===== src/rtl/ata_tf_pkg.sv =====
package ata_tf_pkg;

  typedef enum logic [2:0] {
    ACC_NONE    = 3'd0,
    ACC_WORD    = 3'd1,
    ACC_EVEN    = 3'd2,
    ACC_ODD     = 3'd3,
    ACC_ERRFEAT = 3'd4,
    ACC_TASK    = 3'd5,
    ACC_DEVCTL  = 3'd6
  } acc_kind_e;

  typedef struct packed {
    acc_kind_e kind;
    logic      hi_lane;
  } acc_t;

  // Implemented error bits: 7, 6, 4, 2, 0
  localparam logic [7:0] ERR_MASK   = 8'hD5;
  localparam logic [2:0] DEVCTL_OFS = 3'd6;
  localparam logic [2:0] STATUS_OFS = 3'd7;
  localparam int         NIEN_BIT   = 1;

  // Which register and lane an access reaches
  function automatic acc_t decode_access(input logic cs0_n, input logic cs1_n,
                                         input logic hi_n, input logic lo_n,
                                         input logic [3:0] ofs);
    acc_t r;
    r.kind    = ACC_NONE;
    r.hi_lane = 1'b0;
    if (!cs0_n && cs1_n) begin
      if (!hi_n && !lo_n) begin
        if (ofs == 4'h0 || ofs == 4'h1 || ofs == 4'h8 || ofs == 4'h9)
          r.kind = ACC_WORD;
        else if (ofs == 4'hD) begin
          r.kind    = ACC_ERRFEAT;
          r.hi_lane = 1'b1;
        end else if (ofs >= 4'h2 && ofs <= 4'h7)
          r.kind = ACC_TASK;
      end else if (!lo_n) begin
        if (ofs == 4'h0 || ofs == 4'h8)      r.kind = ACC_EVEN;
        else if (ofs == 4'h9)                r.kind = ACC_ODD;
        else if (ofs == 4'h1 || ofs == 4'hD) r.kind = ACC_ERRFEAT;
        else if (ofs >= 4'h2 && ofs <= 4'h7) r.kind = ACC_TASK;
      end else if (!hi_n) begin
        r.hi_lane = 1'b1;
        if (ofs == 4'h8 || ofs == 4'h9)
          r.kind = ACC_ODD;
        else if (ofs == 4'h0 || ofs == 4'h1 || ofs == 4'hD)
          r.kind = ACC_ERRFEAT;
      end
    end else if (cs0_n && !cs1_n && !lo_n && ofs[2:0] == DEVCTL_OFS) begin
      r.kind = ACC_DEVCTL;
    end
    return r;
  endfunction

  function automatic logic [15:0] place_byte(input logic [7:0] b, input logic hi);
    return hi ? {b, 8'h00} : {8'h00, b};
  endfunction

  function automatic logic [7:0] pick_byte(input logic [15:0] w, input logic hi);
    return hi ? w[15:8] : w[7:0];
  endfunction

  function automatic logic is_word_port(input logic cs0_n, input logic cs1_n,
                                        input logic [3:0] ofs);
    return !cs0_n && cs1_n && (ofs == 4'h0 || ofs == 4'h8 || ofs == 4'h9);
  endfunction

endpackage


===== src/rtl/ata_tf_fifo.sv =====
module ata_tf_fifo #(
  parameter int WIDTH = 16,
  parameter int DEPTH = 8,
  localparam int CW = $clog2(DEPTH + 1)
) (
  input  logic             clk,
  input  logic             rst_n,
  input  logic             push,
  input  logic [WIDTH-1:0] wdata,
  input  logic             pop,
  output logic [WIDTH-1:0] rdata,
  output logic             full,
  output logic             empty,
  output logic [CW-1:0]    count
);
  localparam int AW = (DEPTH > 1) ? $clog2(DEPTH) : 1;

  logic [WIDTH-1:0] mem [DEPTH];
  logic [AW-1:0]    wr_ptr, rd_ptr;
  logic             do_push, do_pop;

  assign full    = (count == CW'(DEPTH));
  assign empty   = (count == '0);
  assign do_push = push && !full;
  assign do_pop  = pop && !empty;
  assign rdata   = mem[rd_ptr];

  always_ff @(posedge clk) begin
    if (do_push) mem[wr_ptr] <= wdata;
  end

  always_ff @(posedge clk or negedge rst_n) begin
    if (!rst_n) begin
      wr_ptr <= '0;
      rd_ptr <= '0;
      count  <= '0;
    end else begin
      if (do_push) wr_ptr <= wr_ptr + 1'b1;
      if (do_pop)  rd_ptr <= rd_ptr + 1'b1;
      case ({do_push, do_pop})
        2'b10:   count <= count + 1'b1;
        2'b01:   count <= count - 1'b1;
        default: count <= count;
      endcase
    end
  end
endmodule


===== src/rtl/ata_tf_strobe.sv =====
module ata_tf_strobe (
  input  logic clk,
  input  logic rst_n,
  input  logic wr_n,
  input  logic rd_n,
  output logic wr_evt,
  output logic rd_evt
);
  logic wr_q, rd_q;

  always_ff @(posedge clk or negedge rst_n) begin
    if (!rst_n) begin
      wr_q <= 1'b1;
      rd_q <= 1'b1;
    end else begin
      wr_q <= wr_n;
      rd_q <= rd_n;
    end
  end

  // trailing (low-to-high) strobe edges
  assign wr_evt = !wr_q && wr_n;
  assign rd_evt = !rd_q && rd_n;
endmodule


===== src/rtl/ata_tf_decode.sv =====
module ata_tf_decode
  import ata_tf_pkg::*;
(
  input  logic       cs0_n,
  input  logic       cs1_n,
  input  logic       ce_hi_n,
  input  logic       ce_lo_n,
  input  logic [3:0] addr,
  output acc_t       acc,
  output logic       word_port
);
  assign acc       = decode_access(cs0_n, cs1_n, ce_hi_n, ce_lo_n, addr);
  assign word_port = is_word_port(cs0_n, cs1_n, addr);
endmodule


===== src/rtl/ata_taskfile_if.sv =====
module ata_taskfile_if
  import ata_tf_pkg::*;
#(
  parameter int DEPTH = 8
) (
  input  logic        clk,
  input  logic        rst_n,
  input  logic        cs0_n,
  input  logic        cs1_n,
  input  logic        ce_hi_n,
  input  logic        ce_lo_n,
  input  logic [3:0]  addr,
  input  logic        wr_n,
  input  logic        rd_n,
  input  logic [15:0] din,
  output logic [15:0] rd_data,
  output logic        rd_oe,
  output logic        irq,
  output logic        iois16_n,
  output logic [7:0]  feature,
  input  logic        err_load,
  input  logic [7:0]  err_din,
  input  logic        irq_set,
  input  logic [7:0]  alt_status,
  output logic [2:0]  tf_addr,
  output logic        tf_we,
  output logic [7:0]  tf_wdata,
  input  logic [7:0]  tf_rdata,
  input  logic        wq_pop,
  output logic [15:0] wq_data,
  output logic        wq_empty,
  input  logic        rq_push,
  input  logic [15:0] rq_wdata,
  output logic        rq_full
);
  localparam int WORD_W = 16;
  localparam int CNT_W  = $clog2(DEPTH + 1);

  acc_t              acc;
  logic              word_port;
  logic              wr_evt, rd_evt;
  logic [7:0]        lane_in;
  logic [7:0]        even_hold;
  logic [7:0]        err_q;
  logic              nien_q;
  logic              irq_pend;
  logic              wq_push, wq_full;
  logic [WORD_W-1:0] wq_wdata;
  logic              rq_pop, rq_empty;
  logic [WORD_W-1:0] rq_rdata, rq_head;
  logic [CNT_W-1:0]  wq_count, rq_count;
  logic [WORD_W-1:0] rd_value;
  logic              status_read;

  ata_tf_decode u_decode (
    .cs0_n(cs0_n), .cs1_n(cs1_n), .ce_hi_n(ce_hi_n), .ce_lo_n(ce_lo_n),
    .addr(addr), .acc(acc), .word_port(word_port)
  );

  ata_tf_strobe u_strobe (
    .clk(clk), .rst_n(rst_n), .wr_n(wr_n), .rd_n(rd_n),
    .wr_evt(wr_evt), .rd_evt(rd_evt)
  );

  assign lane_in = pick_byte(din, acc.hi_lane);

  // host -> sector buffer
  assign wq_push  = wr_evt && !wq_full && (acc.kind == ACC_WORD || acc.kind == ACC_ODD);
  assign wq_wdata = (acc.kind == ACC_WORD) ? din : {lane_in, even_hold};

  ata_tf_fifo #(.WIDTH(WORD_W), .DEPTH(DEPTH)) u_wq (
    .clk(clk), .rst_n(rst_n), .push(wq_push), .wdata(wq_wdata),
    .pop(wq_pop), .rdata(wq_data), .full(wq_full), .empty(wq_empty),
    .count(wq_count)
  );

  // sector buffer -> host
  assign rq_pop  = rd_evt && (acc.kind == ACC_WORD || acc.kind == ACC_ODD);
  assign rq_head = rq_empty ? '0 : rq_rdata;

  ata_tf_fifo #(.WIDTH(WORD_W), .DEPTH(DEPTH)) u_rq (
    .clk(clk), .rst_n(rst_n), .push(rq_push), .wdata(rq_wdata),
    .pop(rq_pop), .rdata(rq_rdata), .full(rq_full), .empty(rq_empty),
    .count(rq_count)
  );

  // registers written by the host or the engine
  always_ff @(posedge clk or negedge rst_n) begin
    if (!rst_n) begin
      even_hold <= '0;
      feature   <= '0;
      err_q     <= '0;
      nien_q    <= 1'b0;
    end else begin
      if (wr_evt && acc.kind == ACC_EVEN)    even_hold <= lane_in;
      if (wr_evt && acc.kind == ACC_ERRFEAT) feature   <= lane_in;
      if (wr_evt && acc.kind == ACC_DEVCTL)  nien_q    <= lane_in[NIEN_BIT];
      if (err_load)                          err_q     <= err_din & ERR_MASK;
    end
  end

  assign status_read = rd_evt && acc.kind == ACC_TASK && addr[2:0] == STATUS_OFS;

  always_ff @(posedge clk or negedge rst_n) begin
    if (!rst_n)           irq_pend <= 1'b0;
    else if (irq_set)     irq_pend <= 1'b1;
    else if (status_read) irq_pend <= 1'b0;
  end

  assign irq      = irq_pend && !nien_q;
  assign iois16_n = !word_port;

  // task-file pass-through to the engine
  assign tf_addr  = addr[2:0];
  assign tf_we    = wr_evt && acc.kind == ACC_TASK;
  assign tf_wdata = lane_in;

  // read path
  always_comb begin
    case (acc.kind)
      ACC_WORD:    rd_value = rq_head;
      ACC_EVEN:    rd_value = place_byte(rq_head[7:0], 1'b0);
      ACC_ODD:     rd_value = place_byte(rq_head[15:8], acc.hi_lane);
      ACC_ERRFEAT: rd_value = place_byte(err_q, acc.hi_lane);
      ACC_TASK:    rd_value = place_byte(tf_rdata, 1'b0);
      ACC_DEVCTL:  rd_value = place_byte(alt_status, 1'b0);
      default:     rd_value = '0;
    endcase
  end

  assign rd_oe   = !rd_n && (!cs0_n || !cs1_n);
  assign rd_data = rd_oe ? rd_value : '0;

endmodule


===== config.mk =====
export PLATFORM = sky130hd
export DESIGN_NAME = ata_taskfile_if
export DESIGN_NICKNAME = d
export VERILOG_FILES = /design/src/rtl/ata_tf_pkg.sv /design/src/rtl/ata_tf_fifo.sv /design/src/rtl/ata_tf_strobe.sv /design/src/rtl/ata_tf_decode.sv /design/src/rtl/ata_taskfile_if.sv
export SDC_FILE = /design/constraint.sdc
export NUM_CORES = 1
export LEC_CHECK = 0
export ABC_AREA = 1
export BUFFER_PORTS_ARGS = -buffer_cell sky130_fd_sc_hd__buf_2
export CAP_MARGIN = 20
export CORE_MARGIN = 4
export CORE_UTILIZATION = 53
export CTS_CLUSTER_SIZE = 40
export DETAILED_ROUTE_END_ITERATION = 12
export PLACE_DENSITY = 0.85
export SYNTH_ARGS = -nofsm -noshare
export SYNTH_HDL_FRONTEND = slang
export SYNTH_SLANG_ARGS = --single-unit

===== constraint.sdc =====
create_clock -name clk -period 2.34 [get_ports clk]
set_input_delay 0.468 -clock clk [delete_from_list [all_inputs] [get_ports clk]]
set_output_delay 0.468 -clock clk [all_outputs]
set_load 0.1 [all_outputs]

* Word level (Yosys, flattened, before mapping) *
Memory sizes are Yosys's and may differ from the RTL's.
Index checks and enable logic that the tools add are counted.

operators by class
  multiplexer cells = 32
  equality and inequality tests = 18
  $add $sub $neg = 8
  magnitude comparators = 2
  reduce and logical (&&, ||, !) cells = 53

operator list
  operator                                                        count
  case mux 16 bit (6 select lines)                                1
  two-way mux 16 bit                                              5
  two-way mux 3 bit                                               11
  logical AND 1 bit                                               24
  equality test 4 bit, second input constant                      5
  case mux 4 bit (2 select lines)                                 2
  equality test 3 bit, second input constant                      5
  logical NOT 1 bit                                               13
  adder 3 x 1 -> 3 bit, second input constant                     4
  logical NOT 4 bit                                               3
  logical OR 1 bit                                                10
  two-way mux 1 bit                                               10
  adder 4 x 1 -> 4 bit, second input constant                     2
  two-way mux 4 bit                                               2
  two-way mux 8 bit                                               1
  subtractor 4 x 1 -> 4 bit, second input constant                2
  equality test 3 x 2 -> 1 bit, second input constant             2
  nonzero test 2 bit                                              3
  equality test 2 x 1 -> 1 bit, second input constant             2
  equality test 2 bit, second input constant                      2
  equality test 4 x 1 -> 1 bit, second input constant             1
  >= comparator 4 x 2 -> 1 bit, second input constant             1
  less-or-equal comparator 4 x 3 -> 1 bit, second input constant  1
  equality test 3 x 1 -> 1 bit, second input constant             1

storage, ports and cells
  memories kept = 2
  register bits after elaboration = 45
  bits of input ports = 72
  RAM bits = 256

memory list
  memory    depth  width  read ports  clocked after Yosys merged registers in  wr ports  line               source
  u_rq.mem  8      16     1           0                                        1         ata_tf_fifo.sv:18  logic [WIDTH-1:0] mem [DEPTH];
  u_wq.mem  8      16     1           0                                        1         ata_tf_fifo.sv:18

* Depth between registers and ports, before layout *
  depth after elaboration = 15
  gate-level depth with buffers = 21
  depth with buffers taken out = 19

* Cells and area by module *
Synthesis repeated with hierarchy kept, for this count alone.

unflattened totals
  cell total of the unflattened synthesis = 1366
  area, all modules = 13673.1 µm²

modules (own cells, without submodules)
  module           times used  area each (µm²)  cells each
  ata_tf_fifo      2           5733.0           509
  ata_taskfile_if  1           1944.4           300
  ata_tf_decode    1           190.2            42
  ata_tf_strobe    1           72.6             6

* Worst setup path after synthesis *
Ideal clock, no wire load.

  path kind = input-to-output
  start = input port cs1_n
  end = output port rd_data[10]
  path buffers = 0
  arrival time = 4561 ps
  stages on the path = 5
  slack = -2689 ps
  data required time = 1872 ps
  path through = a21oi_1 -> clkinv_1 -> a21oi_2 -> nand2_2 -> o21ai_1

between the ends
  cells in the longest elaborated chain, start to end = 9

RTL lines
  item                                               line                                      source
  start: declaration                                 ata_taskfile_if.sv:9                      input logic cs1_n,
  logical NOT 1 bit                                  ata_tf_pkg.sv:52, ata_taskfile_if.sv:131
  logical AND 1 bit (3 in a row)                     ata_tf_pkg.sv:52                          end else if (cs0_n && !cs1_n && !lo_n && ofs[2:0] == DEVCTL_OFS) begin
  two-way mux 3 bit                                  ata_tf_pkg.sv:52
  two-way mux 3 bit                                  ata_tf_pkg.sv:31                          if (!cs0_n && cs1_n) begin
  equality test 3 bit, or another cell as far along  ata_taskfile_if.sv:120                    case (acc.kind)
  case mux 16 bit (6 select lines)                   ata_taskfile_if.sv:120
  two-way mux 16 bit (*)                             ata_taskfile_if.sv:132                    assign rd_data = rd_oe ? rd_value : '0;
  end: declaration                                   ata_taskfile_if.sv:16                     output logic [15:0] rd_data,

Mark *: on every way between the ends. The rest lies on a longest branch, timed or not.

* Final worst setup path *
  start = register u_rq.rd_ptr[0]
  end = output port rd_data[1]

between the ends
  cells in the longest elaborated chain, start to end = 5

RTL lines
  item                                  line                    source
  start: declaration                    ata_tf_fifo.sv:19       logic [AW-1:0] wr_ptr, rd_ptr;
  start signal: assignment              ata_tf_fifo.sv:39       if (do_pop) rd_ptr <= rd_ptr + 1'b1;
  memory (8 x 16 bit) (*)               --
  two-way mux 16 bit (*)                ata_taskfile_if.sv:79   assign rq_head = rq_empty ? '0 : rq_rdata;
  two-way mux 16 bit                    ata_tf_pkg.sv:59        return hi ? {b, 8'h00} : {8'h00, b};
  case mux 16 bit (6 select lines) (*)  ata_taskfile_if.sv:120
  two-way mux 16 bit (*)                ata_taskfile_if.sv:132

Marks and branches as above.

==> flow_metrics.env <==
export IMPL_status="finished, violations left"
export IMPL_violations="setup timing"
export IMPL_area_delta_synth_final_pct=44.9
export IMPL_post_place_cells=1754
export IMPL_crit_path_frequent_cell="nor2_1"
export IMPL_grt_pass1_wl_mm=61.4
export IMPL_multi_input_area_um2=5330
export IMPL_setup_viol=42
export IMPL_vdd_drop_max_uv=1720
export IMPL_synth_edff_count=256
export IMPL_seq_area_um2=8820
export IMPL_antenna_found_initial=3
export IMPL_layout_drive_gt1_share_pct=41.7
export IMPL_yosysMostFrequentCell="nor2_1"
export IMPL_synth_common_cells="nor2_1, edfxtp_1, nand2_1"
export IMPL_grt_pass1_vias=11300
export IMPL_cts_root_buf="clkbuf_16"
export IMPL_r2r_end="u_wq.count[3]$_DFFE_PN0P_"
export IMPL_clk_pin_slew_worst_paths_ns=0.07
export IMPL_ios=129
export IMPL_hold_ws_ns=0.0563
export IMPL_overflow=0
export IMPL_synthTopCellsByArea="edfxtp_1, dfrtp_1, nor2_1"
export IMPL_fin_setup_tns_ns=-13.56
export IMPL_netlist_area_um2=13300
export IMPL_drtPass1Iterations=6
export IMPL_netlist_area_leader_share_pct=58.0
export IMPL_tightest_slew_ns=1.01
export IMPL_cp_max_fo=24
export IMPL_die_area_um2=27600
export IMPL_synth_cell_type_count=38
export IMPL_crit_slowest_cell="dfrtp_2"
export IMPL_arrival_ns=2.55
export IMPL_io_buffers=125
export IMPL_slew_viol_final=0
export IMPL_period_share_pct=129
export IMPL_grt_max_degree=27
export IMPL_initial_core_util_pct=54.2
export IMPL_wl_per_cell_um=24.9
export IMPL_clock_latency_ns=0.55
export IMPL_h_tree_depth=1
export IMPL_seq_area_frac_synth_pct=66.5
export IMPL_max_stage_delay_ns=0.49
export IMPL_clock_fmax_ghz=0.331
export IMPL_crit_end="rd_data[1]"
export IMPL_crit_path_start="u_rq.rd_ptr[0]$_DFFE_PN0P_"
export IMPL_cts_tree="yes"
export IMPL_synthCells=1247
export IMPL_fin_util_pct=78.5
export IMPL_rr_startpoint="u_wq.count[1]$_DFFE_PN0P_"
export IMPL_gp_congestion=0.880
export IMPL_layoutNonFillerInstCount=1874
export IMPL_worst_slack_ns=-0.681
export IMPL_skew_ns=0.0137
export IMPL_reg2regPathDepth=13
export IMPL_core_um2=24500
export IMPL_reg2reg_slack_ns=-0.18
export IMPL_place_hpwl_mm=23.1
export IMPL_rsz0062_at_grt="yes"
export IMPL_die_w_um=166
export IMPL_clockBufferDepth=3
export IMPL_async_flop_share_pct=15.0
export IMPL_vias=11800
export IMPL_drc=0
export IMPL_drt_iter0_markers=1369
export IMPL_nets=1609
export IMPL_numCtsBuffers=29
export IMPL_hold_path_class="in2reg"
export IMPL_relSlewSlack_pct=32.1
export IMPL_syn_nets=1330
export IMPL_syn_area_per_cell_um2=10.6
export IMPL_synthFlopType="edfxtp_1"
export IMPL_die_h_um=166
export IMPL_synth_top_area_cell="edfxtp_1"
export IMPL_fillCellCount=1152
export IMPL_power_leakage_nw=7.36
export IMPL_post_place_ws_ns=-0.487
export IMPL_timing_final_crit_period_ns=3.02
export IMPL_yosysWarnings=0
export IMPL_drv_max_cap_violation_count=0
export IMPL_crit_path_end_kind="output pin"
export IMPL_viasPerCell=6.30
export IMPL_worstPathCellList="inv_4, buf_12, nor2_1, o211ai_1, nand3_2, nor2_1, nand2_1, nand3_1, nor2_1, nor2_2, buf_12"
export IMPL_crit_required_ns=1.87
export IMPL_antenna_left=0
export IMPL_critical_path_class="reg2out"
export IMPL_cts_sinks=301
export IMPL_hold_violations=0
export IMPL_grtUsageTotal_pct=28.1
export IMPL_power_density_nw_per_um2=1320
export IMPL_yosys_register_bits=301
export IMPL_row_count=57
export IMPL_wirelength_mm=46.6
export IMPL_critPathLaunchType="flip-flop"
## layer usage
layer	part of all wire (%)	vias to the layer above	global-route usage (%)
met5	0.034	-	0
met4	8.6	2	16.0
met3	8.2	293	3.43
met2	52	944	51.8
met1	31	5684	31.2
li1	-	4882	-
## power by group
part / switching [W] / internal [W] / leakage (nW)
Clock: 0.00209 / 0.00252 / 0.450
Sequential: 0.000417 / 0.00655 / 2.86
Combinational: 0.00846 / 0.00522 / 4.05
## layout make-up
| class | instances | area share [%] |
|---|---|---|
| multi-input combinational | 818 | 27.8 |
| clock buffer | 36 | 4.13 |
| timing repair buffer | 309 | 17.9 |
| sequential | 301 | 46.0 |
| clock inverter | 17 | 0.645 |
| inverter | 67 | 1.49 |
| tap | 324 | 2.11 |
| antenna | 2 | 0.0261 |
## critical path, delay by kind of cell, from the launching register on
family	cells	cell delay, ns
AO/OA/AOI/OAI	1	0.24
AND/OR/NAND/NOR	7	0.79
flip-flops	1	0.49
buffers and inverters	3	0.48
## registers in the layout, indices dropped and copies added (netlist names)
register       cells
u_rq.mem         128
u_wq.mem         128
even_hold          8
feature            8
err_q              5
u_rq.count         4
u_wq.count         4
u_rq.rd_ptr        3
u_rq.wr_ptr        3
u_wq.rd_ptr        3
u_wq.wr_ptr        3
irq_pend           1
nien_q             1
u_strobe.rd_q      1
u_strobe.wr_q      1
## kinds of logic (layout without fill, tap and decap cells)
family | count (synthesis) | in the layout | synth area share [%]
AO/OA/AOI/OAI | 247 | 247 | 10.4
other | 0 | 2 | 0
AND/OR/NAND/NOR | 548 | 548 | 17.2
flip-flops | 301 | 301 | 66.5
XOR/XNOR | 12 | 12 | 0.793
adder cells (fa/ha/maj) | 11 | 11 | 1.10
buffers and inverters | 128 | 429 | 3.98
## through the flow
step	power, W	cell area [um^2]
floorplan	0.0134	13800
global placement	0.0165	16300
detailed placement	0.0169	16300
CTS	0.0233	18200
global route	0.0260	19200
finish	0.0253	19200
## worst min path at each step
stage | startpoint | to | slack [ns] | depth (start not counted)
floorplan | rst_n | err_q[0]$_DFFE_PN0P_ | 0.17 | 0
global placement | even_hold[4]$_DFFE_PN0P_ | even_hold[4]$_DFFE_PN0P_ | 0.47 | 2
detailed placement | even_hold[7]$_DFFE_PN0P_ | even_hold[7]$_DFFE_PN0P_ | 0.47 | 2
CTS | wr_n | u_strobe.wr_q$_DFF_PN1_ | 0.03 | 1
global route | wr_n | u_strobe.wr_q$_DFF_PN1_ | 0.04 | 1
finish | wr_n | u_strobe.wr_q$_DFF_PN1_ | 0.06 | 1
## layout by cell type, fill, tap and decap left out, types with 6 or more instances in the layout
master	netlist	routed
a21oi_1	10	7
a31oi_4	0	16
buf_12	0	67
buf_16	0	12
buf_2	13	77
buf_4	4	119
buf_6	2	19
buf_8	0	9
clkbuf_16	0	34
clkinv_2	1	8
dfrtp_1	43	37
dfrtp_2	0	6
edfxtp_1	256	256
ha_1	10	6
inv_1	59	47
inv_2	4	10
nand2_1	172	162
nand2_2	8	13
nand2_4	5	10
nand3_1	75	63
nand3_2	2	12
nor2_1	274	171
nor2_2	1	57
nor2_4	6	53
o21a_1	16	14
o21ai_0	151	77
o21ai_1	15	31
o21ai_2	10	51
o21ai_4	0	17
o22ai_2	0	15
xor2_1	7	6
## what timing repair did
action	in CTS	in global routing
pin swaps	45	83
buffers inserted	13	42
resized for setup	191	212
endpoints found under the hold margin	22	0
gates cloned	15	6
hold buffers	1	0
endpoints found under the setup margin	43	41
Note: power is estimated with default switching activity, not from simulation.
